$ cat src/rtl/pal_raster_pkg.sv
package pal_raster_pkg;
    localparam int DEF_LINE_CLKS   = 1024;
    localparam int DEF_FRAME_LINES = 312;
    localparam int DEF_SHORT_CMP   = 75;
    localparam int DEF_LONG_CMP    = 942;
    localparam int DEF_LONG_FIRST  = 305;
    localparam int DEF_ACT_FIRST   = 54;
    localparam int DEF_ACT_LAST    = 245;
    localparam int DEF_ROW_BYTES   = 15;
    localparam int DEF_CLK_PER_PIX = 4;
    localparam int DEF_PIX_START   = 160;
    // clocks between the read strobe and the first pixel of its byte
    localparam int FETCH_LEAD      = 2;
endpackage

$ cat src/rtl/pal_line_timer.sv
module pal_line_timer import pal_raster_pkg::*; #(
    parameter int LINE_CLKS   = DEF_LINE_CLKS,
    parameter int FRAME_LINES = DEF_FRAME_LINES,
    parameter int SHORT_CMP   = DEF_SHORT_CMP,
    parameter int LONG_CMP    = DEF_LONG_CMP,
    parameter int LONG_FIRST  = DEF_LONG_FIRST,
    parameter int ACT_FIRST   = DEF_ACT_FIRST,
    parameter int ACT_LAST    = DEF_ACT_LAST,
    localparam int HW = $clog2(LINE_CLKS),
    localparam int VW = $clog2(FRAME_LINES)
) (
    input  logic          clk,
    input  logic          rst_n,
    output logic [HW-1:0] hpos_o,
    output logic          line_end_o,
    output logic          frame_end_o,
    output logic          sync_o,
    output logic          act_line_o,
    output logic          pair_second_o
);
    typedef struct packed {
        logic [HW-1:0] hpos;
        logic [VW-1:0] line;
    } tmr_t;

    tmr_t          st_d, st_q;
    logic [VW-1:0] line_rel;
    logic [HW-1:0] cmp_val;

    always_comb begin
        st_d        = st_q;
        line_end_o  = (st_q.hpos == HW'(LINE_CLKS - 1));
        frame_end_o = line_end_o && (st_q.line == VW'(FRAME_LINES - 1));
        st_d.hpos   = line_end_o ? '0 : st_q.hpos + 1'b1;
        if (frame_end_o)     st_d.line = '0;
        else if (line_end_o) st_d.line = st_q.line + 1'b1;

        cmp_val       = (st_q.line >= VW'(LONG_FIRST)) ? HW'(LONG_CMP) : HW'(SHORT_CMP);
        sync_o        = (st_q.hpos >= cmp_val);
        act_line_o    = (st_q.line >= VW'(ACT_FIRST)) && (st_q.line <= VW'(ACT_LAST));
        line_rel      = st_q.line - VW'(ACT_FIRST);
        pair_second_o = line_rel[0];
        hpos_o        = st_q.hpos;
    end

    always_ff @(posedge clk) begin
        if (!rst_n) st_q <= '0;
        else        st_q <= st_d;
    end


    hpos_wrap_chk: assert property (@(posedge clk) disable iff (!rst_n)
        (st_q.hpos == HW'(LINE_CLKS - 1)) |=> (st_q.hpos == '0));

    frame_wrap_chk: assert property (@(posedge clk) disable iff (!rst_n)
        frame_end_o |=> (st_q.line == '0));

    sync_edge_chk: assert property (@(posedge clk) disable iff (!rst_n)
        $rose(sync_o) |-> (st_q.hpos == HW'(SHORT_CMP) || st_q.hpos == HW'(LONG_CMP)));
endmodule

$ cat src/rtl/pal_pixel_fetch.sv
module pal_pixel_fetch import pal_raster_pkg::*; #(
    parameter int LINE_CLKS   = DEF_LINE_CLKS,
    parameter int ROW_BYTES   = DEF_ROW_BYTES,
    parameter int CLK_PER_PIX = DEF_CLK_PER_PIX,
    parameter int PIX_START   = DEF_PIX_START,
    parameter int AW          = 11,
    localparam int HW      = $clog2(LINE_CLKS),
    localparam int BYTE_T  = 8 * CLK_PER_PIX,
    localparam int WIN_LEN = ROW_BYTES * BYTE_T
) (
    input  logic          clk,
    input  logic          rst_n,
    input  logic [HW-1:0] hpos_i,
    input  logic          line_end_i,
    input  logic          frame_end_i,
    input  logic          act_line_i,
    input  logic          pair_second_i,
    input  logic [7:0]    rd_data_i,
    output logic          rd_en_o,
    output logic [AW-1:0] rd_addr_o,
    output logic          bit_o
);
    typedef struct packed {
        logic [AW-1:0] ptr;
        logic [7:0]    shreg;
        logic          load;
    } fch_t;

    fch_t st_d, st_q;
    int   rel_fetch, rel_pix;
    logic in_win;

    always_comb begin
        st_d      = st_q;
        rel_fetch = int'(hpos_i) + FETCH_LEAD - PIX_START;
        rel_pix   = int'(hpos_i) - PIX_START;
        in_win    = (rel_pix >= 0) && (rel_pix < WIN_LEN);
        rd_en_o   = act_line_i && (rel_fetch >= 0) && (rel_fetch < WIN_LEN)
                    && ((rel_fetch % BYTE_T) == 0);

        st_d.load = rd_en_o;
        if (st_q.load)
            st_d.shreg = rd_data_i;
        else if (in_win && ((rel_pix % CLK_PER_PIX) == CLK_PER_PIX - 1))
            st_d.shreg = {st_q.shreg[6:0], 1'b0};

        if (rd_en_o)
            st_d.ptr = st_q.ptr + 1'b1;
        else if (frame_end_i)
            st_d.ptr = '0;
        else if (line_end_i && act_line_i && !pair_second_i)
            st_d.ptr = st_q.ptr - AW'(ROW_BYTES);

        rd_addr_o = st_q.ptr;
        bit_o     = in_win && st_q.shreg[7];
    end

    always_ff @(posedge clk) begin
        if (!rst_n) st_q <= '0;
        else        st_q <= st_d;
    end


    single_strobe_chk: assert property (@(posedge clk) disable iff (!rst_n)
        rd_en_o |=> !rd_en_o);

    ptr_restart_chk: assert property (@(posedge clk) disable iff (!rst_n)
        frame_end_i |=> (rd_addr_o == '0));
endmodule

$ cat src/rtl/pal_raster_gen.sv
module pal_raster_gen import pal_raster_pkg::*; #(
    parameter int LINE_CLKS   = DEF_LINE_CLKS,
    parameter int FRAME_LINES = DEF_FRAME_LINES,
    parameter int SHORT_CMP   = DEF_SHORT_CMP,
    parameter int LONG_CMP    = DEF_LONG_CMP,
    parameter int LONG_FIRST  = DEF_LONG_FIRST,
    parameter int ACT_FIRST   = DEF_ACT_FIRST,
    parameter int ACT_LAST    = DEF_ACT_LAST,
    parameter int ROW_BYTES   = DEF_ROW_BYTES,
    parameter int CLK_PER_PIX = DEF_CLK_PER_PIX,
    parameter int PIX_START   = DEF_PIX_START,
    localparam int ROWS = (ACT_LAST - ACT_FIRST + 1) / 2,
    localparam int AW   = $clog2(ROWS * ROW_BYTES + 1),
    localparam int HW   = $clog2(LINE_CLKS)
) (
    input  logic          clk,
    input  logic          rst_n,
    input  logic [7:0]    rd_data_i,
    output logic          rd_en_o,
    output logic [AW-1:0] rd_addr_o,
    output logic          sync_o,
    output logic          pixel_o
);
    logic [HW-1:0] hpos;
    logic          line_end, frame_end, act_line, pair_second, pix_bit;

    pal_line_timer #(
        .LINE_CLKS(LINE_CLKS), .FRAME_LINES(FRAME_LINES),
        .SHORT_CMP(SHORT_CMP), .LONG_CMP(LONG_CMP), .LONG_FIRST(LONG_FIRST),
        .ACT_FIRST(ACT_FIRST), .ACT_LAST(ACT_LAST)
    ) u_timer (
        .clk(clk), .rst_n(rst_n), .hpos_o(hpos), .line_end_o(line_end),
        .frame_end_o(frame_end), .sync_o(sync_o), .act_line_o(act_line),
        .pair_second_o(pair_second)
    );

    pal_pixel_fetch #(
        .LINE_CLKS(LINE_CLKS), .ROW_BYTES(ROW_BYTES), .CLK_PER_PIX(CLK_PER_PIX),
        .PIX_START(PIX_START), .AW(AW)
    ) u_fetch (
        .clk(clk), .rst_n(rst_n), .hpos_i(hpos), .line_end_i(line_end),
        .frame_end_i(frame_end), .act_line_i(act_line),
        .pair_second_i(pair_second), .rd_data_i(rd_data_i),
        .rd_en_o(rd_en_o), .rd_addr_o(rd_addr_o), .bit_o(pix_bit)
    );

    assign pixel_o = pix_bit && act_line && sync_o;


    pixel_in_sync_chk: assert property (@(posedge clk) disable iff (!rst_n)
        pixel_o |-> (sync_o && act_line));
endmodule

$ cat config.mk
export PLATFORM = sky130hd
export DESIGN_NAME = pal_raster_gen
export DESIGN_NICKNAME = d
export VERILOG_FILES = /design/src/rtl/pal_raster_pkg.sv /design/src/rtl/pal_line_timer.sv /design/src/rtl/pal_pixel_fetch.sv /design/src/rtl/pal_raster_gen.sv
export SDC_FILE = /design/constraint.sdc
export NUM_CORES = 1
export LEC_CHECK = 0
export BUFFER_PORTS_ARGS = -buffer_cell sky130_fd_sc_hd__buf_4
export CAP_MARGIN = 30
export CORE_MARGIN = 3
export CORE_UTILIZATION = 60
export CTS_BUF_LIST = sky130_fd_sc_hd__clkbuf_16
export DETAILED_ROUTE_END_ITERATION = 10
export PLACE_DENSITY_LB_ADDON = 0.12
export SLEW_MARGIN = 5
export SYNTH_ARGS = -nofsm -noshare
export SYNTH_HDL_FRONTEND = slang
export SYNTH_SLANG_ARGS = --single-unit
$ cat constraint.sdc
create_clock -name clk -period 3.9 [get_ports clk]
set_input_delay 0.39 -clock clk [delete_from_list [all_inputs] [get_ports clk]]
set_output_delay 0.39 -clock clk [all_outputs]
set_load 0.01 [all_outputs]
==> metrics.md <==
| Metric | Value |
|---|---|
| # rows | 24 |
| Leakage | roughly 1.3 nW |
| GR Util met3 | approximately 3.1% |
| Post-CTS setup buffer count | 0 |
| Worst setup margin | around 190 ps |
| Worst vdd ir | 201 uV |
| Met1 global-route usage | 34.9% |
| Crit-path max FO | 10 |
| Yosys warnings | 0 |
| Period utilization | between 90% and 100% |
| Clk pwr share | a little over half |
| Most common cell on crit path | ha_1 |
| Combinational Power Share | ~3.2% |
| Main area contributors after synthesis | dfxtp_1 27%, ha_1 8.7%, nor2_1 5.9%, xor2_1 4.9%, mux2i_1 4.2% |
| Seq pwr share | between 40% and 50% |
| Die W | roughly 75 microns |
| Pwr Total | around 910 uW |
| CP Capture Type | output pin |
| Initial antenna violation count | 0 |
| Crit. Startpoint | u_timer.hpos_o[5] |
| HP Start | rd_data_i[0] |
| Die span in y | ~75 microns |
| Fin. max-slew vios | 0 |
| Post-route cell area | 0.00311 sq mm |
| Ys flop type | dfxtp_1 |
| CTS clk-pin slew, worst paths | ~60 ps |
| Flop and latch count out of synthesis | 39 |
| Syn_area_per_cell | 8.34 sq um |
| Status | complete, no violations |
| First-pass GRT wire length | between 10 and 15 mm |
| Gr ovfl total | 0 |
| Syn Nets | between 300 and 400 |
| PostCTS Resize Cnt | 0 |
| Layout Skew | about 8.3 ps |
| CTS Hold Bufs | 0 |
| Die Area | between 0.005 and 0.006 sq mm |
| Total negative setup slack | 0 ps |
| Register area share after synthesis | 27.1% |
| WS Path Type | reg2out |
| GRT busiest layer | met2 |
| Hold slack | ~370 ps |
| Worst setup endpoint | rd_en_o |
| Final #Nets | around 380 |
| Max clock buf depth | 2 |
| Distinct cells, synth | 60 |
| CTS root buf | clkbuf_16 |
| Hpwl dp | between 4 and 5 mm |
| Reg2reg end | u_fetch.rd_addr_o[4] |
| Core ar. | approximately 0.0045 sq mm |
| Vias in the first global route | ~2300 |
| Synthesized area | roughly 0.0029 sq mm |
| Crit-path slowest cell | dfxtp_2 |
| First DRT Iteration DRCs | 166 |
| Pwr dens | approximately 290 mW/mm^2 |
| Final ANT Viol Nets | 0 |
| DP Cell Count | roughly 390 |
| Drt drc | 0 |
| Yosys top cell by area | dfxtp_1 |
| Worst EP required | 3510 ps |
| Boundary Pins | 24 |
| GR Util met2 | between 30% and 40% |
| Clk sinks | 39 |
| CP Cell Sequence | ha_1 > and4_4 > xnor2_1 > a311o_1 > and3_1 > ha_1 > nor2_1 > nand4_1 > nor3_1 > o311ai_2 > or2_1 > inv_6 > buf_4 |
| Startpoint Class | flop |
| Slowest stage delay, CP | about 450 ps |
| Routability congestion estimate | between 0.9 and 1 |
| R2R depth | 14 |
| Vias | 2461 |
| PortBufs | 23 |
| Cell count after synthesis | ~350 |
| Max-cap violation count | 0 |
| Final Non-Filler Cells | roughly 400 |
| Worst Path Arrival | 3320 ps |
| Yosys top cell area share | 27.1% |
| Final hold violation count | 0 |
| Post-synth EDFFs | 0 |
| Routed WL | 6.23 mm |
| Clock Latency Late Sink | around 290 ps |
| R2R Setup Slk | about 470 ps |
| Slew margin rel. | 46.4% |
| Pin count of the biggest net entering global routing | 22 |
| Slew @ Worst Pin | roughly 800 ps |
| Critical R2R Launch | u_timer.hpos_o[5] |
| Worst Setup Slack post-DPL | a little under 400 ps |
| Share of layout cells above drive strength 1 | ~16% |
| CTS tree | built |
| # setup viols final | 0 |
| Sw frac | 21.5% |
| Post-DR vias/cell | between 6 and 7 |
| DR pass1 iterations | 4 |
| Htree depth | 2 |
| Area growth syn-to-layout | 8.13% |
| RSZ-0062 raised after global routing | false |
| Starting density of the core | between 60% and 70% |
| Routed wire per std cell | around 15 microns |
| Worst hold path type | in2reg |
| Post-DP Area | a little under 0.003 sq mm |
| Sw power | 196 uW |
| Antenna diode count | 0 |
| Final core utilization | 69.1% |
| Num CTS Buffers | 5 |
| Synth cell count leaders | 45 x nor2_1, 39 x dfxtp_1, 20 x ha_1, 20 x nand2_1, 18 x nor3_1 |
| Fmax | ~270 MHz |
| P_int | around 720 uW |
| Tot GR Track Use | 24.3% |
| Async S/R FF share, synth | 0% |
| Top-count cell post-synth | nor2_1 |
| Crit path time final | 3710 ps |
## registers in the layout, summed over array words and instances, names as in the netlist
| name | count |
|---|---|
| u_fetch.rd_addr_o | 11 |
| u_fetch.st_q | 9 |
| u_timer.hpos_o | 10 |
| u_timer.st_q | 9 |
## critical path, delay by kind of cell (launching register included)
kind / cells / cell delay [ps]
and+or+nand+nor: 6 / 1240
adders and majority gates: 2 / 470
AOI/OAI and AO/OA: 2 / 530
xor gates and xnor gates: 1 / 80
DFF: 1 / 450
buffers and inverters: 2 / 270
## final cells by class
cell class	count	area (sq um)
clock buffer	5	125
clock inverter	3	43.8
fill	384	1390
inverter	13	53.8
multi-input combinational	263	1840
sequential	39	787
tap	52	65.1
timing repair buffer	27	203
## layer usage
layer | routed length (microns) | up-vias
li1 | - | 1234
met3 | 273 | 11
met5 | 0 | -
met4 | 88 | 0
met2 | 2920 | 59
met1 | 2950 | 1157
## kinds of logic (layout without fill, tap and decap cells)
| family | after synthesis | in the layout | share of synthesized area (%) |
|---|---|---|---|
| compound gates | 59 | 59 | 15.3 |
| buf+inv | 43 | 48 | 9.13 |
| xor+xnor | 30 | 30 | 9.87 |
| flops | 39 | 39 | 27.1 |
| simple gates | 142 | 142 | 25.8 |
| fa+ha+maj | 20 | 20 | 8.69 |
| mux | 12 | 12 | 4.17 |
## placed cells by master (no fill, tap or decap), types with 3 or more instances in the layout
cell,instances
and3_1,9
buf_4,27
a211oi_1,8
nor3_1,18
a31oi_1,3
ha_1,20
dfxtp_2,5
xnor2_1,12
a21o_1,3
nand4_1,9
nor2_1,45
xor2_1,16
inv_1,11
clkbuf_16,5
nand3_1,12
and2_1,5
dfxtp_1,34
or3_1,7
o31ai_1,3
nand2_1,20
mux2i_1,12
a21oi_1,8
o21ai_0,14
## worst min-delay path by stage
stage	endpoint	slack, ps	cells past startpoint
2_1_floorplan	u_fetch.st_q[1]	440	2
3_3_place_gp	u_fetch.st_q[1]	460	2
3_5_place_dp	u_fetch.st_q[1]	470	2
4_1_cts	u_fetch.st_q[1]	370	3
5_1_grt	u_fetch.st_q[1]	400	3
6_report	u_fetch.st_q[1]	370	3
## power by group through the flow
stage / logic, mW / registers, mW / clock network, mW
global placement: 0.0278 / 0.415 / 0
finish: 0.0291 / 0.407 / 0.476
global route: 0.0324 / 0.407 / 0.495
floorplan: 0.0164 / 0.414 / 0
detailed placement: 0.0281 / 0.415 / 0
CTS: 0.0291 / 0.406 / 0.478
Note: power is estimated with default switching activity, not from simulation.
